**config.mk**
```make
export PLATFORM = sky130hd
export DESIGN_NAME = rxstat_counters
export DESIGN_NICKNAME = d
export VERILOG_FILES = /design/src/rtl/rxstat_pkg.sv /design/src/rtl/rxstat_classify.sv /design/src/rtl/rxstat_sat_counter.sv /design/src/rtl/rxstat_readport.sv /design/src/rtl/rxstat_counters.sv
export SDC_FILE = /design/constraint.sdc
export NUM_CORES = 1
export LEC_CHECK = 0
export BUFFER_PORTS_ARGS = -buffer_cell sky130_fd_sc_hd__buf_4
export CAP_MARGIN = 20
export CORE_ASPECT_RATIO = 0.6
export CORE_MARGIN = 10
export CORE_UTILIZATION = 48
export CTS_BUF_LIST = sky130_fd_sc_hd__clkbuf_16
export CTS_CLUSTER_SIZE = 25
export DETAILED_ROUTE_END_ITERATION = 10
export PLACE_DENSITY = 0.69
export RECOVER_POWER = 100
export SYNTH_ARGS = -nofsm -noshare
export SYNTH_HDL_FRONTEND = slang
export SYNTH_HIERARCHICAL = 1
export SYNTH_SLANG_ARGS = --single-unit
```
**constraint.sdc**
```tcl
create_clock -name clk -period 11.25 [get_ports clk]
set_input_delay 0 -clock clk [delete_from_list [all_inputs] [get_ports clk]]
set_output_delay 0 -clock clk [all_outputs]
set_load 0.02 [all_outputs]
```
**src/rtl/rxstat_pkg.sv**
```systemverilog
package rxstat_pkg;

    localparam int unsigned STD_MAX_BYTES  = 1522;
    localparam int unsigned LONG_MAX_BYTES = 16384;

    typedef enum logic [1:0] {
        RA_JABBER = 2'd0,
        RA_OCT_LO = 2'd1,
        RA_OCT_HI = 2'd2,
        RA_NONE   = 2'd3
    } rd_addr_e;

    typedef struct packed {
        logic matched;
        logic crc_ok;
        logic rx_on;
        logic long_on;
    } frame_flags_t;

    typedef struct packed {
        logic jab_hit;
        logic oct_hit;
    } frame_verdict_t;

    function automatic logic is_oversize(input int unsigned len, input logic long_on);
        int unsigned limit;
        limit = long_on ? LONG_MAX_BYTES : STD_MAX_BYTES;
        return len > limit;
    endfunction

endpackage

```
**src/rtl/rxstat_classify.sv**
```systemverilog
module rxstat_classify
    import rxstat_pkg::*;
#(
    parameter int LEN_W = 16
) (
    input  logic             valid,
    input  logic [LEN_W-1:0] len,
    input  frame_flags_t     flags,
    output frame_verdict_t   verdict
);
    localparam int PAD_W = 32 - LEN_W;

    logic counted;
    logic big;

    always_comb begin
        counted = valid && flags.rx_on && flags.matched;
        big     = is_oversize({{PAD_W{1'b0}}, len}, flags.long_on);
        verdict.oct_hit = counted;
        verdict.jab_hit = counted && big && !flags.crc_ok;
    end

endmodule

```
**src/rtl/rxstat_sat_counter.sv**
```systemverilog
module rxstat_sat_counter #(
    parameter int W  = 32,
    parameter int AW = 1
) (
    input  logic          clk,
    input  logic          rst,
    input  logic          clr,
    input  logic          add_en,
    input  logic [AW-1:0] add_val,
    output logic [W-1:0]  cnt
);
    localparam int EXT_W = W + 1 - AW;

    logic [W-1:0] base;
    logic [W:0]   sum;
    logic [W-1:0] nxt;

    always_comb begin
        base = clr ? '0 : cnt;
        sum  = {1'b0, base} + {{EXT_W{1'b0}}, add_val};
        if (!add_en)
            nxt = base;
        else if (sum[W])
            nxt = '1;
        else
            nxt = sum[W-1:0];
    end

    always_ff @(posedge clk) begin
        if (rst)
            cnt <= '0;
        else
            cnt <= nxt;
    end

    // no wrap
    assert_no_wrap_R8: assert property (@(posedge clk) disable iff (rst)
        !clr |=> cnt >= $past(cnt));

    // all ones holds
    assert_sat_hold_R11: assert property (@(posedge clk) disable iff (rst)
        (!clr && (&cnt)) |=> (&cnt));

    assert_clear_zero_R9: assert property (@(posedge clk) disable iff (rst)
        (clr && !add_en) |=> cnt == '0);

endmodule

```
**src/rtl/rxstat_readport.sv**
```systemverilog
module rxstat_readport
    import rxstat_pkg::*;
#(
    parameter int JAB_W = 32,
    parameter int OCT_W = 64
) (
    input  logic             clk,
    input  logic             rst,
    input  logic             rd_en,
    input  logic [1:0]       rd_addr,
    input  logic [JAB_W-1:0] jab_cnt,
    input  logic [OCT_W-1:0] oct_cnt,
    output logic             clr_jab,
    output logic             clr_oct,
    output logic [31:0]      rd_data
);
    localparam int HI_W  = OCT_W - 32;
    localparam int JPAD  = 32 - JAB_W;
    localparam int HPAD  = 32 - HI_W;

    rd_addr_e     sel;
    logic [31:0]  word;

    always_comb begin
        sel     = rd_addr_e'(rd_addr);
        clr_jab = rd_en && (sel == RA_JABBER);
        clr_oct = rd_en && (sel == RA_OCT_HI);
        unique case (sel)
            RA_JABBER: word = {{JPAD{1'b0}}, jab_cnt};
            RA_OCT_LO: word = oct_cnt[31:0];
            RA_OCT_HI: word = {{HPAD{1'b0}}, oct_cnt[OCT_W-1:32]};
            default:   word = '0;
        endcase
    end

    always_ff @(posedge clk) begin
        if (rst)
            rd_data <= '0;
        else if (rd_en)
            rd_data <= word;
    end

    assert_lo_no_clear_R9: assert property (@(posedge clk) disable iff (rst)
        (rd_en && rd_addr == 2'd1) |-> !clr_oct && !clr_jab);

endmodule

```
**src/rtl/rxstat_counters.sv**
```systemverilog
module rxstat_counters
    import rxstat_pkg::*;
#(
    parameter int LEN_W = 16,
    parameter int JAB_W = 32,
    parameter int OCT_W = 64
) (
    input  logic             clk,
    input  logic             rst,
    input  logic             frm_valid,
    input  logic [LEN_W-1:0] frm_len,
    input  logic             frm_crc_ok,
    input  logic             frm_addr_match,
    input  logic             rx_enable,
    input  logic             long_pkt_en,
    input  logic             rd_en,
    input  logic [1:0]       rd_addr,
    output logic [31:0]      rd_data
);
    frame_flags_t   flags;
    frame_verdict_t verdict;
    logic           clr_jab;
    logic           clr_oct;
    logic [JAB_W-1:0] jab_cnt;
    logic [OCT_W-1:0] oct_cnt;

    always_comb begin
        flags.matched = frm_addr_match;
        flags.crc_ok  = frm_crc_ok;
        flags.rx_on   = rx_enable;
        flags.long_on = long_pkt_en;
    end

    rxstat_classify #(.LEN_W(LEN_W)) u_classify (
        .valid   (frm_valid),
        .len     (frm_len),
        .flags   (flags),
        .verdict (verdict)
    );

    rxstat_sat_counter #(.W(JAB_W), .AW(1)) u_jab (
        .clk     (clk),
        .rst     (rst),
        .clr     (clr_jab),
        .add_en  (verdict.jab_hit),
        .add_val (1'b1),
        .cnt     (jab_cnt)
    );

    rxstat_sat_counter #(.W(OCT_W), .AW(LEN_W)) u_oct (
        .clk     (clk),
        .rst     (rst),
        .clr     (clr_oct),
        .add_en  (verdict.oct_hit),
        .add_val (frm_len),
        .cnt     (oct_cnt)
    );

    rxstat_readport #(.JAB_W(JAB_W), .OCT_W(OCT_W)) u_rd (
        .clk     (clk),
        .rst     (rst),
        .rd_en   (rd_en),
        .rd_addr (rd_addr),
        .jab_cnt (jab_cnt),
        .oct_cnt (oct_cnt),
        .clr_jab (clr_jab),
        .clr_oct (clr_oct),
        .rd_data (rd_data)
    );

    assert_good_crc_no_jab_R4: assert property (@(posedge clk) disable iff (rst)
        (frm_valid && frm_crc_ok && !rd_en) |=> $stable(jab_cnt));

    assert_unmatched_ignored_R6: assert property (@(posedge clk) disable iff (rst)
        (frm_valid && !frm_addr_match && !rd_en) |=> $stable(jab_cnt) && $stable(oct_cnt));

    assert_rx_off_ignored_R7: assert property (@(posedge clk) disable iff (rst)
        (frm_valid && !rx_enable && !rd_en) |=> $stable(jab_cnt) && $stable(oct_cnt));

    assert_idle_stable_R5: assert property (@(posedge clk) disable iff (rst)
        (!frm_valid && !rd_en) |=> $stable(oct_cnt) && $stable(jab_cnt));

endmodule

```
# Word level (Yosys, flattened, before mapping)
# Cells that the tools add are included.
dict set report classes {
  addsub 2
  n_lt_le_gt_ge 1
  n_eq_ne 2
  mux 8
  n_reduce_logical 8
}
# operator n
set ops {}
lappend ops {{$mux 64} 3}
lappend ops {{$mux 32} 3}
lappend ops {{$pmux 32 s3} 1}
lappend ops {{$add 64x16->65} 1}
lappend ops {{$add 32x1->33 const B} 1}
lappend ops {{$gt 16x32->1} 1}
lappend ops {{$mux 15} 1}
lappend ops {{$logic_and 1x1->1} 6}
lappend ops {{$eq 2x1->1 const B} 1}
lappend ops {{$eq 2x2->1 const B} 1}
lappend ops {{$logic_not 2->1} 1}
lappend ops {{$logic_not 1->1} 1}
dict set report word_totals {
  register_bits 128
  inputBits 26
  output_inout_bits 32
  wordCells 24
}

# Logic depth before layout (Yosys ltp)
dict set report depth {
  ltp_word 6
  depth_mapped 18
  mapped_depth_nobuf 12
}

# Cells and area by module
# Netlist, hierarchy kept.
# module n_inst cells_each area_each_um2 seq_area_each_um2
set by_module_without_submodules {}
lappend by_module_without_submodules {{rxstat_sat_counter (u_oct)} 1 521 4202.8 1281.2}
lappend by_module_without_submodules {rxstat_readport 1 220 1974.4 640.6}
lappend by_module_without_submodules {{rxstat_sat_counter (u_jab)} 1 207 1750.4 640.6}
lappend by_module_without_submodules {rxstat_classify 1 30 239.0 0.0}
lappend by_module_without_submodules {rxstat_counters 1 1 3.8 0.0}

# Worst setup path before layout
# No wires, ideal clock.
dict set report synth_timing {
  path_kind {input port to flip-flop}
  from {input port rd_addr[0]}
  to {register u_oct.cnt[22]}
  setup_ps 70
  t_arrival_ps 3676
  t_required_ps 11180
  setup_slack_ps 7504
  path_stages 17
  path_buffers 7
  path_cell_list {nand2b_2 -> buf_6 -> buf_6 -> nor2_1 -> buf_6 -> clkbuf_1 -> clkbuf_1 -> nor2b_1 -> ha_1 -> nand3_1 -> or3_1 -> a211o_1 -> a21o_1 -> or2_2 -> clkbuf_1 -> buf_2 -> a21oi_1}
}
dict set report synth_between {
  elab_chain_len 6
}
# element line
set synth_rtl {}
lappend synth_rtl {{from (decl)} rxstat_counters.sv:17} ;# input logic [1:0] rd_addr,
lappend synth_rtl {{$eq 2x2->1 (*)} rxstat_readport.sv:27} ;# clr_oct = rd_en && (sel == RA_OCT_HI);
lappend synth_rtl {{$logic_and 1x1->1 (*)} rxstat_readport.sv:27}
lappend synth_rtl {{named net clr_oct} rxstat_counters.sv:23} ;# logic clr_oct;
lappend synth_rtl {{$mux 64 (*)} rxstat_sat_counter.sv:19} ;# base = clr ? '0 : cnt;
lappend synth_rtl {{$add 64x16->65} rxstat_sat_counter.sv:20} ;# sum = {1'b0, base} + {{EXT_W{1'b0}}, add_val};
lappend synth_rtl {{$mux 64} rxstat_sat_counter.sv:23} ;# else if (sum[W])
lappend synth_rtl {{$mux 64 (*)} rxstat_sat_counter.sv:21} ;# if (!add_en)
lappend synth_rtl {{to (signal assigned)} rxstat_sat_counter.sv:33} ;# cnt <= nxt;
lappend synth_rtl {{to (decl)} rxstat_sat_counter.sv:10} ;# output logic [W-1:0] cnt
# Mark *: on every way through the listed nets, which the timed path passes. The rest lies on a longest branch.
# A chain may end at the register's enable or synchronous reset.

# Final worst setup path
dict set report layout_timing {
  from {input port rd_en}
  to {register u_oct.cnt[14]}
}
dict set report layout_between {
  elab_chain_len 5
}
# element line
set layout_rtl {}
lappend layout_rtl {{from (decl)} rxstat_counters.sv:16} ;# input logic rd_en,
lappend layout_rtl {{$logic_and 1x1->1 (*)} rxstat_readport.sv:27}
lappend layout_rtl {{named net clr_oct} rxstat_counters.sv:23}
lappend layout_rtl {{$mux 64 (*)} rxstat_sat_counter.sv:19}
lappend layout_rtl {{$add 64x16->65} rxstat_sat_counter.sv:20}
lappend layout_rtl {{$mux 64} rxstat_sat_counter.sv:23}
lappend layout_rtl {{$mux 64 (*)} rxstat_sat_counter.sv:21}
# Marked as above.

==> qor.csv <==
metric,value,unit
routed len/inst,20.6,µm
core area,16400,µm²
Worst-path clk slew,0.06,ns
Final Hold Fails,0,
Synth top area share,31.4,%
First DRT Iteration DRCs,1069,
nets,1058,
CTS Buf Count,17,
# IOs,58,
Hold Crit Start,frm_len[1],
post-synthesis sequential area ratio,31.4,%
remaining antenna violation count,0,
RSZ-0062 raised after global routing,false,
Worst-Skew Late Latency,0.42,ns
crit path time final,7.16,ns
Netlist cell types,82,
critical-path maximum fanout,44,
postcts setup bufs,0,
WP data arrival,7.41,ns
Main synth FF type,dfxtp_1,
Resized cells post-CTS,0,
max-slew violation count,94,
share of layout cells above drive strength 1,10.1,%
height of the die,121,µm
"Slowest-stage cell, CP",clkbuf_1,
async set-reset flop share out of synthesis,0,%
register bit count reported by yosys,128,
detailed placer's ending HPWL,18400,µm
Post-synth EDFFs,0,
largest area contributor in the netlist,dfxtp_1,
DR vias,7782,
Sw Share,25.6,%
Final Power,1210,µW
slew margin rel.,-47.7,%
root buffer cell,clkbuf_16,
FMAX,140,MHz
hold_buf cts,1,
Clock Skew,0.0110,ns
die area,22800,µm²
CP cell instances,"clkbuf_1, nand2b_1, nor2_2, clkbuf_1, nor2b_1, ha_1, fa_1, a211o_1, a2111oi_0, a211o_1, and2_0, or2_0, a311oi_1",
GR Overflow Total,0,
Power Density,134,nW/µm²
endpoints failing setup,0,
CTS tree,done,
post-synthesis cell count,979,
Vias/cell,6.25,
Max Root-Sink Buffers,2,
"most common cell after layout, fill and taps aside",dfxtp_1,
Setup TNS,0,ns
multi-input logic area,5120,µm²
"commonest non-fill, non-tap cells in the layout","128 x dfxtp_1, 104 x a21oi_1, 77 x nor2_1",
Worst VDD drop,98.2,µV
total wire length,25700,µm
Util after Layout,55.1,%
CP bufs+invs,2,
synth top area cells,"dfxtp_1 31%, a21oi_1 6.4%, xnor2_1 5.3%, ha_1 4.0%, nor2_1 3.6%",
Slew @ Worst Pin,2.22,ns
Worst setup EP type,register,
clock power share,50.3,%
Port Buffers,57,
ANT cells,0,
Std-Cell Rows,36,
Static Leak,0.00316,µW
critical path class,input port to register,
Internal Power,900,µW
yosys warns,6,
cell family with most CP delay,buffers and inverters,
Avg Inst Size Synth,8.35,µm²
initial antenna violation count,0,
origin of the critical flop-to-flop path,u_jab/cnt[0],
Register Area,2560,µm²
critical path data required time,11.50,ns
Clock H-tree levels,4,
RePlAce Congestion,0.970,
vias in the first global route,6968,
drt pass-1 iters,7,
Tcrit/Tclk final,63.6,%
"Area growth, synth to finish",10.9,%
Crit path largest cell delay,1.60,ns
Seq pwr share,39.0,%
critical path launch point type,input port,
failing checks,"capacitance limit, slew limit",
die span in x,188,µm
Hold Path Class,input port to register,
cell area after synthesis,8170,µm²
Initial Utilization,49.7,%
max-cap violations,3,
fillers,1516,
outcome,finished with violations,
GRT Overall Usage,21.8,%
DRC,0,
first-pass GRT wire length,40400,µm
Worst Setup SP,rd_en,
TritonCTS Sinks,128,
part of the power in combinational logic,10.7,%
Net Sw Power,310,µW
pin count of the biggest net entering global routing,70,
## cell usage after synthesis, drive strengths merged, types with 21 or more instances
library cell / number
buf: 27
ha: 26
nor4: 39
nor2b: 37
xor2: 21
a211oi: 47
nand2: 73
a21oi: 106
xnor2: 49
nand3: 35
o21ai: 30
and2: 39
clkbuf: 31
nor2: 78
nor3: 25
nand4: 32
dfxtp: 128
## power by group through the flow
stage | combinational, µW | clock (µW) | sequential [µW]
CTS | 134 | 610 | 472
floorplan | 85.1 | 0 | 487
finish | 129 | 609 | 472
detailed placement | 133 | 0 | 481
global route | 141 | 635 | 472
global placement | 132 | 0 | 482
## worst paths after layout
| kind | end | slack (ns) | cells after the start |
|---|---|---|---|
| max | u_oct/cnt[14] | 4.09 | 13 |
| min | u_oct/cnt[1] | 0.03 | 3 |
| max reg2reg | u_jab/cnt[20] | 6.72 | 6 |
| min reg2reg | u_rd/rd_data[23] | 0.50 | 2 |
## state kept, by name, indices dropped and copies added (netlist names)
| register | cells |
|---|---|
| u_rd/rd_data | 32 |
| u_oct/cnt | 64 |
| u_jab/cnt | 32 |
## kinds of logic after synthesis
group | count (synthesis) | share of synthesized area [%]
adder cells (fa/ha/maj) | 27 | 4.23
other | 1 | 0.0459
flip-flops | 128 | 31.4
multiplexers | 4 | 0.490
buffers and inverters | 77 | 4.53
AND/OR/NAND/NOR | 432 | 31.7
XOR/XNOR | 70 | 7.50
AO/OA/AOI/OAI | 240 | 20.1
## per-layer routing
| layer | track usage, % | share of wire (%) | up-vias |
|---|---|---|---|
| met2 | 28.5 | 38 | 424 |
| met1 | 33.7 | 50 | 3680 |
| met3 | 6.20 | 11 | 21 |
| met4 | 4.20 | 0.87 | 0 |
| met5 | 0 | 0 | - |
| li1 | - | - | 3657 |
## tightest hold or removal path, cell delays in order
cell,delay [ns]
buf_4,0.10
fa_1,0.18
o31a_1,0.13
## cell type report
type                            count  area share, %
Sequential cell                   128           28.3
Tap cell                          228           3.15
Multi-Input combinational cell    775           56.6
Timing Repair Buffer               64           4.10
Clock inverter                     15           2.42
Inverter                           19          0.787
Clock buffer                       17           4.70
## per-stage QoR
step | hold WS [ns] | area [µm²] | worst slack [ns] | std cells
after floorplan | 0.0783 | 8170 | 7.50 | 980
after global placement | 0.372 | 8630 | 6.74 | 1212
after detailed placement | 0.378 | 8630 | 6.62 | 1212
after CTS | 0.0223 | 9280 | 7.01 | 1245
after global routing | 0.0372 | 9060 | 3.41 | 1246
final | 0.0296 | 9060 | 4.09 | 1246
Note: power is estimated with default switching activity, not from simulation.
